[src/rtl/mbx_pkg.sv]
`timescale 1ns/1ps
// Shared constants and types for the command mailbox.
// Assumes byte-wide host and core paths; command codes are fixed protocol values.
package mbx_pkg;
    localparam int BYTE_W = 8;

    localparam logic [7:0] CODE_START  = 8'h01;
    localparam logic [7:0] CODE_END    = 8'h03;
    localparam logic [7:0] CODE_ABORT  = 8'h22;

    localparam int ST_OBF = 0;
    localparam int ST_IBF = 1;
    localparam int ST_MRK = 2;
    localparam int ST_CMW = 3;
    localparam int ST_RDC = 4;
    localparam int ST_RDD = 5;

    typedef enum logic [2:0] {
        PH_IDLE,
        PH_RECV,
        PH_WAIT,
        PH_BODY,
        PH_TAIL,
        PH_DRAIN
    } phase_t;
endpackage

[src/rtl/mbx_cmd_fsm.sv]
`timescale 1ns/1ps
// Command decoder and phase sequencer.
// Decodes host command writes, steps through receive / response framing phases,
// and generates the load strobes for the output buffer.
// Assumes the output-buffer-full flag comes from mbx_out_buf.
module mbx_cmd_fsm #(
    parameter int DATA_W = mbx_pkg::BYTE_W
) (
    input  logic              clk,
    input  logic              rst_n,
    input  logic              cmd_wr,
    input  logic [DATA_W-1:0] cmd_code,
    input  logic              obf,
    input  logic              rsp_valid,
    input  logic              rsp_last,
    output mbx_pkg::phase_t   phase,
    output logic              start_evt,
    output logic              abort_evt,
    output logic              load_head,
    output logic              load_body,
    output logic              load_tail,
    output logic              frame_end,
    output logic              abort_pulse
);
    import mbx_pkg::*;

    localparam logic [DATA_W-1:0] K_START = DATA_W'(CODE_START);
    localparam logic [DATA_W-1:0] K_END   = DATA_W'(CODE_END);
    localparam logic [DATA_W-1:0] K_ABORT = DATA_W'(CODE_ABORT);

    phase_t phase_q, phase_d;
    logic   end_evt;

    // Decode command writes that are legal in the current phase.
    always_comb begin
        abort_evt = cmd_wr && (cmd_code == K_ABORT);
        start_evt = cmd_wr && (cmd_code == K_START) && (phase_q == PH_IDLE);
        end_evt   = cmd_wr && (cmd_code == K_END)   && (phase_q == PH_RECV);
    end

    // Output buffer load strobes for the three kinds of response byte.
    always_comb begin
        load_head = (phase_q == PH_WAIT) && rsp_valid && !obf && !abort_evt;
        load_body = (phase_q == PH_BODY) && rsp_valid && !obf && !abort_evt;
        load_tail = (phase_q == PH_TAIL) && !obf && !abort_evt;
    end

    // Next-phase selection.
    always_comb begin
        phase_d = phase_q;
        if (abort_evt) begin
            phase_d = PH_IDLE;
        end else begin
            case (phase_q)
                PH_IDLE:  if (start_evt) phase_d = PH_RECV;
                PH_RECV:  if (end_evt)   phase_d = PH_WAIT;
                PH_WAIT:  if (load_head) phase_d = PH_BODY;
                PH_BODY:  if (load_body && rsp_last) phase_d = PH_TAIL;
                PH_TAIL:  if (load_tail) phase_d = PH_DRAIN;
                PH_DRAIN: if (!obf)      phase_d = PH_IDLE;
                default:  phase_d = PH_IDLE;
            endcase
        end
    end

    // Phase register and registered event pulses.
    always_ff @(posedge clk) begin
        if (!rst_n) begin
            phase_q     <= PH_IDLE;
            frame_end   <= 1'b0;
            abort_pulse <= 1'b0;
        end else begin
            phase_q     <= phase_d;
            frame_end   <= end_evt;
            abort_pulse <= abort_evt;
        end
    end

    assign phase = phase_q;

    // a cancel always lands in the idle phase
    a_r9_abort_to_idle: assert property (@(posedge clk) disable iff (!rst_n)
        abort_evt |=> (phase_q == PH_IDLE));
    // an end code while idle changes nothing
    a_r11_end_in_idle_ignored: assert property (@(posedge clk) disable iff (!rst_n)
        (phase_q == PH_IDLE && cmd_wr && cmd_code == K_END) |=> (phase_q == PH_IDLE));
    // the end-of-frame pulse only follows the receive phase
    a_r5_end_from_recv: assert property (@(posedge clk) disable iff (!rst_n)
        frame_end |-> ($past(phase_q) == PH_RECV && phase_q == PH_WAIT));
    // the tail byte is loaded only after a body byte marked last
    a_r8_tail_after_body: assert property (@(posedge clk) disable iff (!rst_n)
        (phase_q == PH_TAIL && $past(phase_q) != PH_TAIL) |-> $past(load_body && rsp_last));
endmodule

[src/rtl/mbx_in_buf.sv]
`timescale 1ns/1ps
// Input holding register: one host byte toward the core.
// Accepts a host data write only when the receive phase is open and the register
// is empty; anything else is dropped and flagged in a sticky error bit.
module mbx_in_buf #(
    parameter int DATA_W = mbx_pkg::BYTE_W
) (
    input  logic              clk,
    input  logic              rst_n,
    input  logic              wr,
    input  logic [DATA_W-1:0] wdata,
    input  logic              accept_en,
    input  logic              take,
    input  logic              clr,
    input  logic              clr_err,
    output logic              ibf,
    output logic [DATA_W-1:0] ibuf,
    output logic              err
);
    logic wr_ok;

    // A write is accepted only with the receive phase open and the register empty.
    always_comb wr_ok = wr && accept_en && !ibf;

    // Holding register, full flag and sticky drop flag.
    always_ff @(posedge clk) begin
        if (!rst_n) begin
            ibf  <= 1'b0;
            ibuf <= '0;
            err  <= 1'b0;
        end else begin
            if (clr) begin
                ibf  <= 1'b0;
                ibuf <= '0;
            end else if (wr_ok) begin
                ibf  <= 1'b1;
                ibuf <= wdata;
            end else if (take && ibf) begin
                ibf  <= 1'b0;
            end
            if (clr_err)
                err <= 1'b0;
            else if (wr && !wr_ok)
                err <= 1'b1;
        end
    end

    // a dropped write leaves the held byte untouched
    a_r4_drop_keeps_byte: assert property (@(posedge clk) disable iff (!rst_n)
        (wr && !(accept_en && !ibf) && !clr) |=> ($stable(ibuf) && err));
    // a taken byte empties the register on the next cycle
    a_r3_take_empties: assert property (@(posedge clk) disable iff (!rst_n)
        (ibf && take) |=> !ibf);
endmodule

[src/rtl/mbx_out_buf.sv]
`timescale 1ns/1ps
// Output holding register: one byte toward the host, with the frame-marker flag.
// Head and tail loads insert the fixed framing bytes; body loads pass core data.
// A host data read empties it. Assumes at most one load strobe per cycle.
module mbx_out_buf #(
    parameter int DATA_W = mbx_pkg::BYTE_W
) (
    input  logic              clk,
    input  logic              rst_n,
    input  logic              load_head,
    input  logic              load_body,
    input  logic              load_tail,
    input  logic [DATA_W-1:0] body_data,
    input  logic              rd,
    input  logic              clr,
    output logic              obf,
    output logic              mrk,
    output logic [DATA_W-1:0] obuf
);
    import mbx_pkg::*;

    localparam logic [DATA_W-1:0] K_HEAD = DATA_W'(CODE_START);
    localparam logic [DATA_W-1:0] K_TAIL = DATA_W'(CODE_END);

    logic [DATA_W-1:0] load_val;
    logic              load_any;

    // Pick the byte to load.
    always_comb begin
        load_any = load_head || load_body || load_tail;
        if (load_head)      load_val = K_HEAD;
        else if (load_tail) load_val = K_TAIL;
        else                load_val = body_data;
    end

    // Buffer, full flag and frame marker.
    always_ff @(posedge clk) begin
        if (!rst_n || clr) begin
            obf  <= 1'b0;
            mrk  <= 1'b0;
            obuf <= '0;
        end else if (load_any) begin
            obf  <= 1'b1;
            mrk  <= load_head || load_tail;
            obuf <= load_val;
        end else if (rd) begin
            obf  <= 1'b0;
            mrk  <= 1'b0;
        end
    end

    // no load may overwrite an unread byte
    a_r7_no_overwrite: assert property (@(posedge clk) disable iff (!rst_n)
        obf |-> !(load_head || load_body || load_tail));
    // the full flag rises only from a load
    a_r6_full_from_load: assert property (@(posedge clk) disable iff (!rst_n)
        $rose(obf) |-> $past(load_head || load_body || load_tail));
    // the marker is only ever seen with a full buffer
    a_r6_marker_with_full: assert property (@(posedge clk) disable iff (!rst_n)
        mrk |-> obf);
endmodule

[src/rtl/cmd_mailbox.sv]
`timescale 1ns/1ps
// Top level of the byte-wide command/response mailbox.
// Host side: one-bit address bus (0 = data, 1 = status/command).
// Core side: request byte stream out, response byte stream in.
// Assumes one host access per cycle, strobe held for one cycle.
module cmd_mailbox #(
    parameter int DATA_W = mbx_pkg::BYTE_W
) (
    input  logic              clk,
    input  logic              rst_n,
    input  logic              host_sel,
    input  logic              host_wr,
    input  logic              host_addr,
    input  logic [DATA_W-1:0] host_wdata,
    output logic [DATA_W-1:0] host_rdata,
    output logic              req_valid,
    output logic [DATA_W-1:0] req_data,
    input  logic              req_ready,
    output logic              req_end,
    input  logic              rsp_valid,
    input  logic [DATA_W-1:0] rsp_data,
    input  logic              rsp_last,
    output logic              rsp_ready,
    output logic              cancel_done,
    output logic              data_err
);
    import mbx_pkg::*;

    logic            cmd_wr, data_wr, data_rd;
    phase_t          phase;
    logic            start_evt, abort_evt;
    logic            load_head, load_body, load_tail;
    logic            ibf, obf, mrk, cmw_q;
    logic            rdy_cmd, rdy_dat;
    logic [DATA_W-1:0] obuf, status;

    // Split host accesses by address and direction.
    always_comb begin
        cmd_wr  = host_sel &&  host_wr &&  host_addr;
        data_wr = host_sel &&  host_wr && !host_addr;
        data_rd = host_sel && !host_wr && !host_addr;
    end

    mbx_cmd_fsm #(.DATA_W(DATA_W)) u_fsm (
        .clk        (clk),
        .rst_n      (rst_n),
        .cmd_wr     (cmd_wr),
        .cmd_code   (host_wdata),
        .obf        (obf),
        .rsp_valid  (rsp_valid),
        .rsp_last   (rsp_last),
        .phase      (phase),
        .start_evt  (start_evt),
        .abort_evt  (abort_evt),
        .load_head  (load_head),
        .load_body  (load_body),
        .load_tail  (load_tail),
        .frame_end  (req_end),
        .abort_pulse(cancel_done)
    );

    mbx_in_buf #(.DATA_W(DATA_W)) u_in (
        .clk      (clk),
        .rst_n    (rst_n),
        .wr       (data_wr),
        .wdata    (host_wdata),
        .accept_en(phase == PH_RECV),
        .take     (req_ready),
        .clr      (abort_evt),
        .clr_err  (start_evt),
        .ibf      (ibf),
        .ibuf     (req_data),
        .err      (data_err)
    );

    mbx_out_buf #(.DATA_W(DATA_W)) u_out (
        .clk      (clk),
        .rst_n    (rst_n),
        .load_head(load_head),
        .load_body(load_body),
        .load_tail(load_tail),
        .body_data(rsp_data),
        .rd       (data_rd),
        .clr      (abort_evt),
        .obf      (obf),
        .mrk      (mrk),
        .obuf     (obuf)
    );

    // Remember whether the last host write went to the command offset.
    always_ff @(posedge clk) begin
        if (!rst_n)
            cmw_q <= 1'b0;
        else if (host_sel && host_wr)
            cmw_q <= host_addr;
    end

    // Assemble the status byte and the read mux.
    always_comb begin
        rdy_cmd = (phase == PH_IDLE);
        rdy_dat = (phase == PH_RECV);
        status  = '0;
        status[ST_OBF] = obf;
        status[ST_IBF] = ibf;
        status[ST_MRK] = mrk;
        status[ST_CMW] = cmw_q;
        status[ST_RDC] = rdy_cmd;
        status[ST_RDD] = rdy_dat;
        host_rdata = host_addr ? status : obuf;
        req_valid  = ibf;
        rsp_ready  = load_body;
    end

    // the two ready flags are never set at once
    a_r12_ready_exclusive: assert property (@(posedge clk) disable iff (!rst_n)
        $onehot0({rdy_cmd, rdy_dat}));
    // ready-for-command only with both holding registers empty
    a_r8_idle_is_empty: assert property (@(posedge clk) disable iff (!rst_n)
        (rdy_cmd && $past(phase) == PH_DRAIN) |-> (!obf && !ibf));
    // a response byte is taken only into an empty output buffer
    a_r7_take_when_empty: assert property (@(posedge clk) disable iff (!rst_n)
        rsp_ready |=> (obf && !mrk));
    // cancel leaves both holding registers empty
    a_r9_abort_clears: assert property (@(posedge clk) disable iff (!rst_n)
        abort_evt |=> (!obf && !ibf && !mrk));
endmodule

[config.mk]
export PLATFORM = sky130hd
export DESIGN_NAME = cmd_mailbox
export DESIGN_NICKNAME = d
export VERILOG_FILES = /design/src/rtl/mbx_pkg.sv /design/src/rtl/mbx_cmd_fsm.sv /design/src/rtl/mbx_in_buf.sv /design/src/rtl/mbx_out_buf.sv /design/src/rtl/cmd_mailbox.sv
export SDC_FILE = /design/constraint.sdc
export NUM_CORES = 1
export LEC_CHECK = 0
export ABC_AREA = 1
export BUFFER_PORTS_ARGS = -buffer_cell sky130_fd_sc_hd__buf_2
export CORE_ASPECT_RATIO = 1.25
export CORE_MARGIN = 5
export CORE_UTILIZATION = 45
export DETAILED_ROUTE_END_ITERATION = 16
export PLACE_DENSITY = 0.75
export SYNTH_ARGS = -nofsm -noshare
export SYNTH_HDL_FRONTEND = slang
export SYNTH_SLANG_ARGS = --single-unit
[constraint.sdc]
create_clock -name clk -period 1.3 [get_ports clk]
set_clock_uncertainty 0.1 [all_clocks]
set_input_delay 0.065 -clock clk [delete_from_list [all_inputs] [get_ports clk]]
set_output_delay 0.065 -clock clk [all_outputs]
set_load 0.02 [all_outputs]
==> results of run 1 <==
-- area by class of cell --
cell class | instances | area (sq um)
Inverter | 34 | 163
Clock inverter | 1 | 30.0
Multi-Input combinational cell | 148 | 976
Clock buffer | 3 | 41.3
Timing Repair inverter | 1 | 7.51
Timing Repair Buffer | 91 | 656
Fill cell | 199 | 687
Tap cell | 37 | 46.3
Sequential cell | 26 | 531
-- cell families (layout without fill, tap and decap cells) --
| group | Yosys count | after routing | share of synthesized area |
|---|---|---|---|
| simple gates | 111 | 111 | 0.367 |
| buf+inv | 38 | 130 | 0.123 |
| compound gates | 37 | 37 | 0.145 |
| flops | 26 | 26 | 0.364 |
-- through the flow --
stage	instance area [sq um]	power (mW)	TNS [ps]
global placement	1800	2.22	-1750
detailed placement	1800	2.23	-1890
floorplan	1440	1.81	-18.0
finish	2450	3.64	-3300
CTS	2280	3.30	-2100
global route	2450	3.86	-4870
-- cell usage after synthesis, types with 2 or more instances --
cell / n
inv_1: 23
inv_2: 7
a21oi_1: 18
dfxtp_1: 26
nand3_2: 5
nor2_1: 28
buf_6: 3
nand2_1: 57
nand4_1: 2
o21ai_0: 12
nand3_4: 2
clkinv_1: 2
nand3_1: 5
nand2_2: 4
clkinv_4: 2
nor2_2: 2
a211oi_1: 2
-- flip-flops by register name, indices dropped and copies added, names as in the netlist --
name / count
u_fsm.abort_pulse: 1
u_fsm.phase: 3
u_in.err: 1
u_out.mrk: 1
cmw_q: 1
u_fsm.frame_end: 1
u_in.ibuf: 8
u_out.obf: 1
u_in.ibf: 1
u_out.obuf: 8
-- repair_timing --
action / in CTS / in global routing
setup endpoints to repair: 26 / 27
pin swaps: 21 / 21
cloned: 1 / 0
hold endpoints to repair: 14 / 0
hold buffers: 15 / 0
buffers inserted: 12 / 3
resized for setup: 62 / 38
-- worst max-delay path, stage by stage (launching register included) --
cell     delay, ps
dfxtp_2        340
inv_4           90
buf_6          110
nand3_4         70
nor2_4         140
nand2_2         80
nand2_1         60
nand2_1         50
nor2_1         150
nand3_1        100
nand2_1         70
nor2_1          50
-- power by group through the flow --
stage	Combinational (mW)	Clock (mW)	Sequential, mW
floorplan	0.770	0	1.04
global placement	1.21	0	1.01
detailed placement	1.22	0	1.01
CTS	1.61	0.672	1.02
global route	2.10	0.719	1.05
finish	1.93	0.681	1.03
-- per-layer routing --
| metal | part of all wire | wire length [um] |
|---|---|---|
| met1 | 0.36 | 1760 |
| met2 | 0.53 | 2630 |
| met3 | 0.058 | 287 |
| met4 | 0.052 | 257 |
| met5 | 0 | 0 |
-- worst paths after layout --
path | from | to | slack, ps
worst max-delay path | u_fsm.phase[0] | u_fsm.phase[1] | -220
worst min-delay path | host_wr | cmw_q | 10
worst max register to register | u_fsm.phase[0] | u_fsm.phase[1] | -220
worst min register to register | cmw_q | cmw_q | 380
==> metrics, run 1 <==
DP Worst Slack=-121 ps; post-synthesis sequential area ratio=0.364; most frequent cells in the layout=buf_2, nand2_1, nor2_1, buf_4, dfxtp_1; RSZ-0062 raised after global routing=true; Max Root-Sink Buffers=2; Unique masters post-synth=29; switch share=0.396; Final Cycle Share=1.17; die width=60.4 um; clock sinks=26; Area Growth Syn to Fin=71.3%; worst hold slack=13.0 ps; gr usage total=0.225; Post-synth top flop=dfxtp_1; Slew @ Worst Pin=487 ps; Hold Vio Cnt, Final=0; setup ws final=-221 ps; combinational power share=0.529; violated checks=setup timing; top-area cell type share of the netlist area=0.364; CP startpoint kind=register; Crit Path Class=register to register; Die Y=73.0 um; initial antenna violation count=0; final WL=4940 um; Core ar.=3140 sq um; Worst VDD drop=1.05 mV; Crit Path Max Fanout=5; M2 GR Usage=0.431; Top Ports=45; WP data arrival=1590 ps; critical path required time=1370 ps; yosys warns=0; cell internal pwr=2.20 mW; TritonCTS clock tree=yes; WL per Instance=14.5 um; Reg power frac=0.284; PortBufs=44; final instance count without filler cells=341; Final #Nets=329; ANT cells=0; Max-slew headroom=0.675; area leader, netlist=dfxtp_1; DPL Wire Length=2850 um; placed cell count=307; drt drc=0; Worst Hold Class=primary input to register; Leakage=1.16 nW; top post-synthesis cells by area=dfxtp_1, nand2_1, nor2_1, a21oi_1, inv_1; Post-synth EDFFs=0; routability cong.=0.863; most common cell after layout, fill and taps aside=buf_2; DR vias=1772; first-pass GRT wire length=7510 um; # Max-Cap Violations=0; syn_nets=236; H-tree depth=1; number of cell rows=23; Final min period=1520 ps; clock insertion delay at the later pin of the skew report=270 ps; fraction of layout cells with a size suffix above 1=0.513; Max Fclk=658 MHz; vias in the first global route=1721; die area=4410 sq um; met1 Usage GRT=0.232; max-slew violations=0; WHS Path Cells=3; Initial Utilization=0.456; worst r2r path cells=11; root buffer cell=clkbuf_8; nature of the critical path endpoint=register; CTS buffer count=3; asr flop ratio synth=0; DRT Pass-1 Iters=4; Detail Route Antenna Nets=0; largest net degree at the start of global routing=16; Reg clk slew, reported paths=90 ps; grt met3 use=0.0301; pwr/cell area=1490 nW/um^2; clock share of power=0.187; First DRT Iteration DRCs=89; Syn Std Cell Area=1430 sq um; GR peak layer=met2; Vias/cell=5.20; Cells after Synth=212; syn_area_per_cell=6.75 sq um; global route overflow=0; status=finished, violations left; endpoints failing setup=26; final core occ=0.781; count of state elements after synthesis=26; Psw=1.44 mW
Power figures use the tool's default switching activity.
==> inputs of run 2 (changes only) <==
--- a/config.mk
+++ b/config.mk
@@ -8,7 +8,6 @@
 export ABC_AREA = 1
 export BUFFER_PORTS_ARGS = -buffer_cell sky130_fd_sc_hd__buf_2
 export CORE_ASPECT_RATIO = 1.25
-export CORE_MARGIN = 5
 export CORE_UTILIZATION = 45
 export DETAILED_ROUTE_END_ITERATION = 16
 export PLACE_DENSITY = 0.75
==> run 2 against run 1 <==
  * The run still ends with setup timing left
  * Sequential power about the same
  * Die area decreased by 23%
  * Hold slack improved by 25 ps
  * Critical endpoint is now host_rdata[5]
==> metrics, run 2 (synthesis gave the netlist of run 1 again) <==
grt met3 use=0.0376 (+0.00747); fraction of layout cells with a size suffix above 1=0.424 (-0.0892); combinational power share=0.530 (about the same); M2 GR Usage=0.498 (+0.0669); final WL=4740 um (-4.1%); largest net degree at the start of global routing=16 (unchanged); drt drc=0 (unchanged); Slew @ Worst Pin=389 ps (-97.8 ps); root buffer cell=clkbuf_4; die area=3410 sq um (-23%); number of cell rows=22 (-4.3%); global route overflow=0 (unchanged); CP max stage delay=400 ps (+60 ps); CP startpoint kind=register; first-pass GRT wire length=6970 um (-7.2%); Crit path max-delay family=buffers and inverters; nature of the critical path endpoint=output port; RSZ-0062 raised after global routing=true; WL per Instance=13.7 um (-5.2%); status=finished, violations left; Detail Route Antenna Nets=0 (unchanged); Core ar.=2970 sq um (-5.2%); TritonCTS clock tree=yes; Fillers=180 (-9.5%); Reg power frac=0.303 (+0.019); Top Ports=45 (unchanged); DPL Wire Length=2730 um (-4.2%); Psw=1.31 mW (-9.3%); Die Y=65.0 um (-11%); final instance count without filler cells=345 (+1.2%); Initial Utilization=0.481 (+0.0251); Worst Path Buf+Inv=3 (+1); cell internal pwr=2.08 mW (-5.4%); Final min period=1580 ps (+56.5 ps); # Max-Cap Violations=0 (unchanged); cell mode on critical path=buf_6; Vias/cell=5.11 (-1.7%); H-tree depth=1 (unchanged); Final #Nets=334 (+1.5%); initial antenna violation count=0 (unchanged); vias in the first global route=1639 (-4.8%); Area Growth Syn to Fin=62.4%; routability cong.=0.888 (+2.9%); Reg clk slew, reported paths=140 ps (+50 ps); GR peak layer=met2; switch share=0.386 (-0.0102); endpoints failing setup=26 (unchanged); Max Root-Sink Buffers=2 (unchanged); cells along the critical path=buf_4, nor2_4, nand2_2, buf_6, o21ai_2, buf_6; final core occ=0.781 (about the same); First DRT Iteration DRCs=62 (-30%); DRT Pass-1 Iters=4 (unchanged); WP data arrival=1410 ps (-180 ps); met1 Usage GRT=0.284 (+0.0517); setup ws final=-277 ps (-56.5 ps); DP Worst Slack=-176 ps (-54.9 ps); setup TNS=-4340 ps (-1040 ps); Crit Path Max Fanout=4 (-1); gr usage total=0.274 (+0.0491); ANT cells=0 (unchanged); clock share of power=0.167 (-0.020); clock insertion delay at the later pin of the skew report=330 ps (+60 ps); max-slew violations=0 (unchanged); Crit Path Class=register to output port; Worst VDD drop=1.20 mV (+15%); DR vias=1763 (-0.51%); Max Fclk=634 MHz (-3.6%); clock sinks=26 (unchanged); Max-slew headroom=0.740 (+0.0653); PortBufs=44 (unchanged); placed cell count=307 (unchanged); critical path required time=1130 ps (-240 ps); worst hold slack=37.7 ps (+24.7 ps); CTS buffer count=3 (unchanged); die width=52.4 um (-13%); Hold Vio Cnt, Final=0 (unchanged); critical path's slowest cell=dfxtp_4; pwr/cell area=1460 nW/um^2 (-1.8%); most common cell after layout, fill and taps aside=nand2_1; Worst Hold Class=primary input to register; Final Cycle Share=1.21 (+0.0435); violated checks=setup timing; most frequent cells in the layout=nand2_1, buf_2, nor2_1, buf_4, dfxtp_1; Leakage=1.13 nW (-2.5%)
==> run 2: cell types whose count changed in the layout (fill, tap and decap cells not counted), moves of 3 or more <==
cell	delta
a21oi_2	-9
nand2_2	-4
buf_6	+3
dlygate4sd3_1	+3
clkbuf_8	-3
a21oi_1	+9
nand2_4	-10
clkbuf_4	+3
o21ai_0	+5
nand2_1	+14
==> run 2: metal layers <==
layer  routed length [um]  vias to the layer above
li1                     -                      863
met1                 1760                      800
met2                 2590                       77
met3                  217                       23
met4                  170                        0
met5                    0                        -
==> run 2: layout make-up <==
type	count	area [sq um]	share of cell area
multi-input combinational	148	826	0.356
sequential	26	532	0.229
tap	36	45.0	0.0194
clock buffer	3	22.5	0.00970
timing repair buffer	96	704	0.303
inverter	34	155	0.0668
timing repair inverter	1	7.51	0.00323
clock inverter	1	30.0	0.0129
==> run 2: worst paths after layout <==
path,slack (ps),startpoint,depth (start not counted),end
setup reg to reg,-230,u_fsm.phase[1],10,u_fsm.phase[0]
setup / recovery,-280,u_fsm.phase[1],6,host_rdata[5]
hold reg to reg,380,u_out.obuf[7],2,u_out.obuf[7]
hold / removal,40,rsp_data[1],7,u_out.obuf[1]
==> run 2: timing repair <==
action,in CTS,in global routing
pin swaps,7,11
setup endpoints to repair,27,28
gates cloned,1,0
endpoints found under the hold margin,20,0
gates resized for setup,29,27
setup buffers,11,4
hold buffers,18,0
==> run 2: stage by stage <==
step | instance area [sq um] | power, mW
floorplan | 1440 | 1.81
global placement | 1800 | 2.23
detailed placement | 1800 | 2.25
CTS | 2210 | 3.14
global route | 2320 | 3.59
finish | 2320 | 3.39
==> run 2: power by group through the flow <==
stage / clock, mW / combinational, mW / sequential, mW
final: 0.567 / 1.80 / 1.03
after global routing: 0.611 / 1.94 / 1.04
after CTS: 0.573 / 1.55 / 1.02
after detailed placement: 0 / 1.24 / 1.01
after global placement: 0 / 1.22 / 1.01
after floorplan: 0 / 0.770 / 1.04
==> run 2: worst register-to-register path, cell delays in order (launching register included) <==
cell and delay, ps:
dfxtp_4 400, buf_4 150, nor2_4 80, nand2_2 80, buf_4 140, a21oi_1 190
a21oi_2 70, nand3_2 90, nand2_1 60, nand2_1 50, nor2_1 50
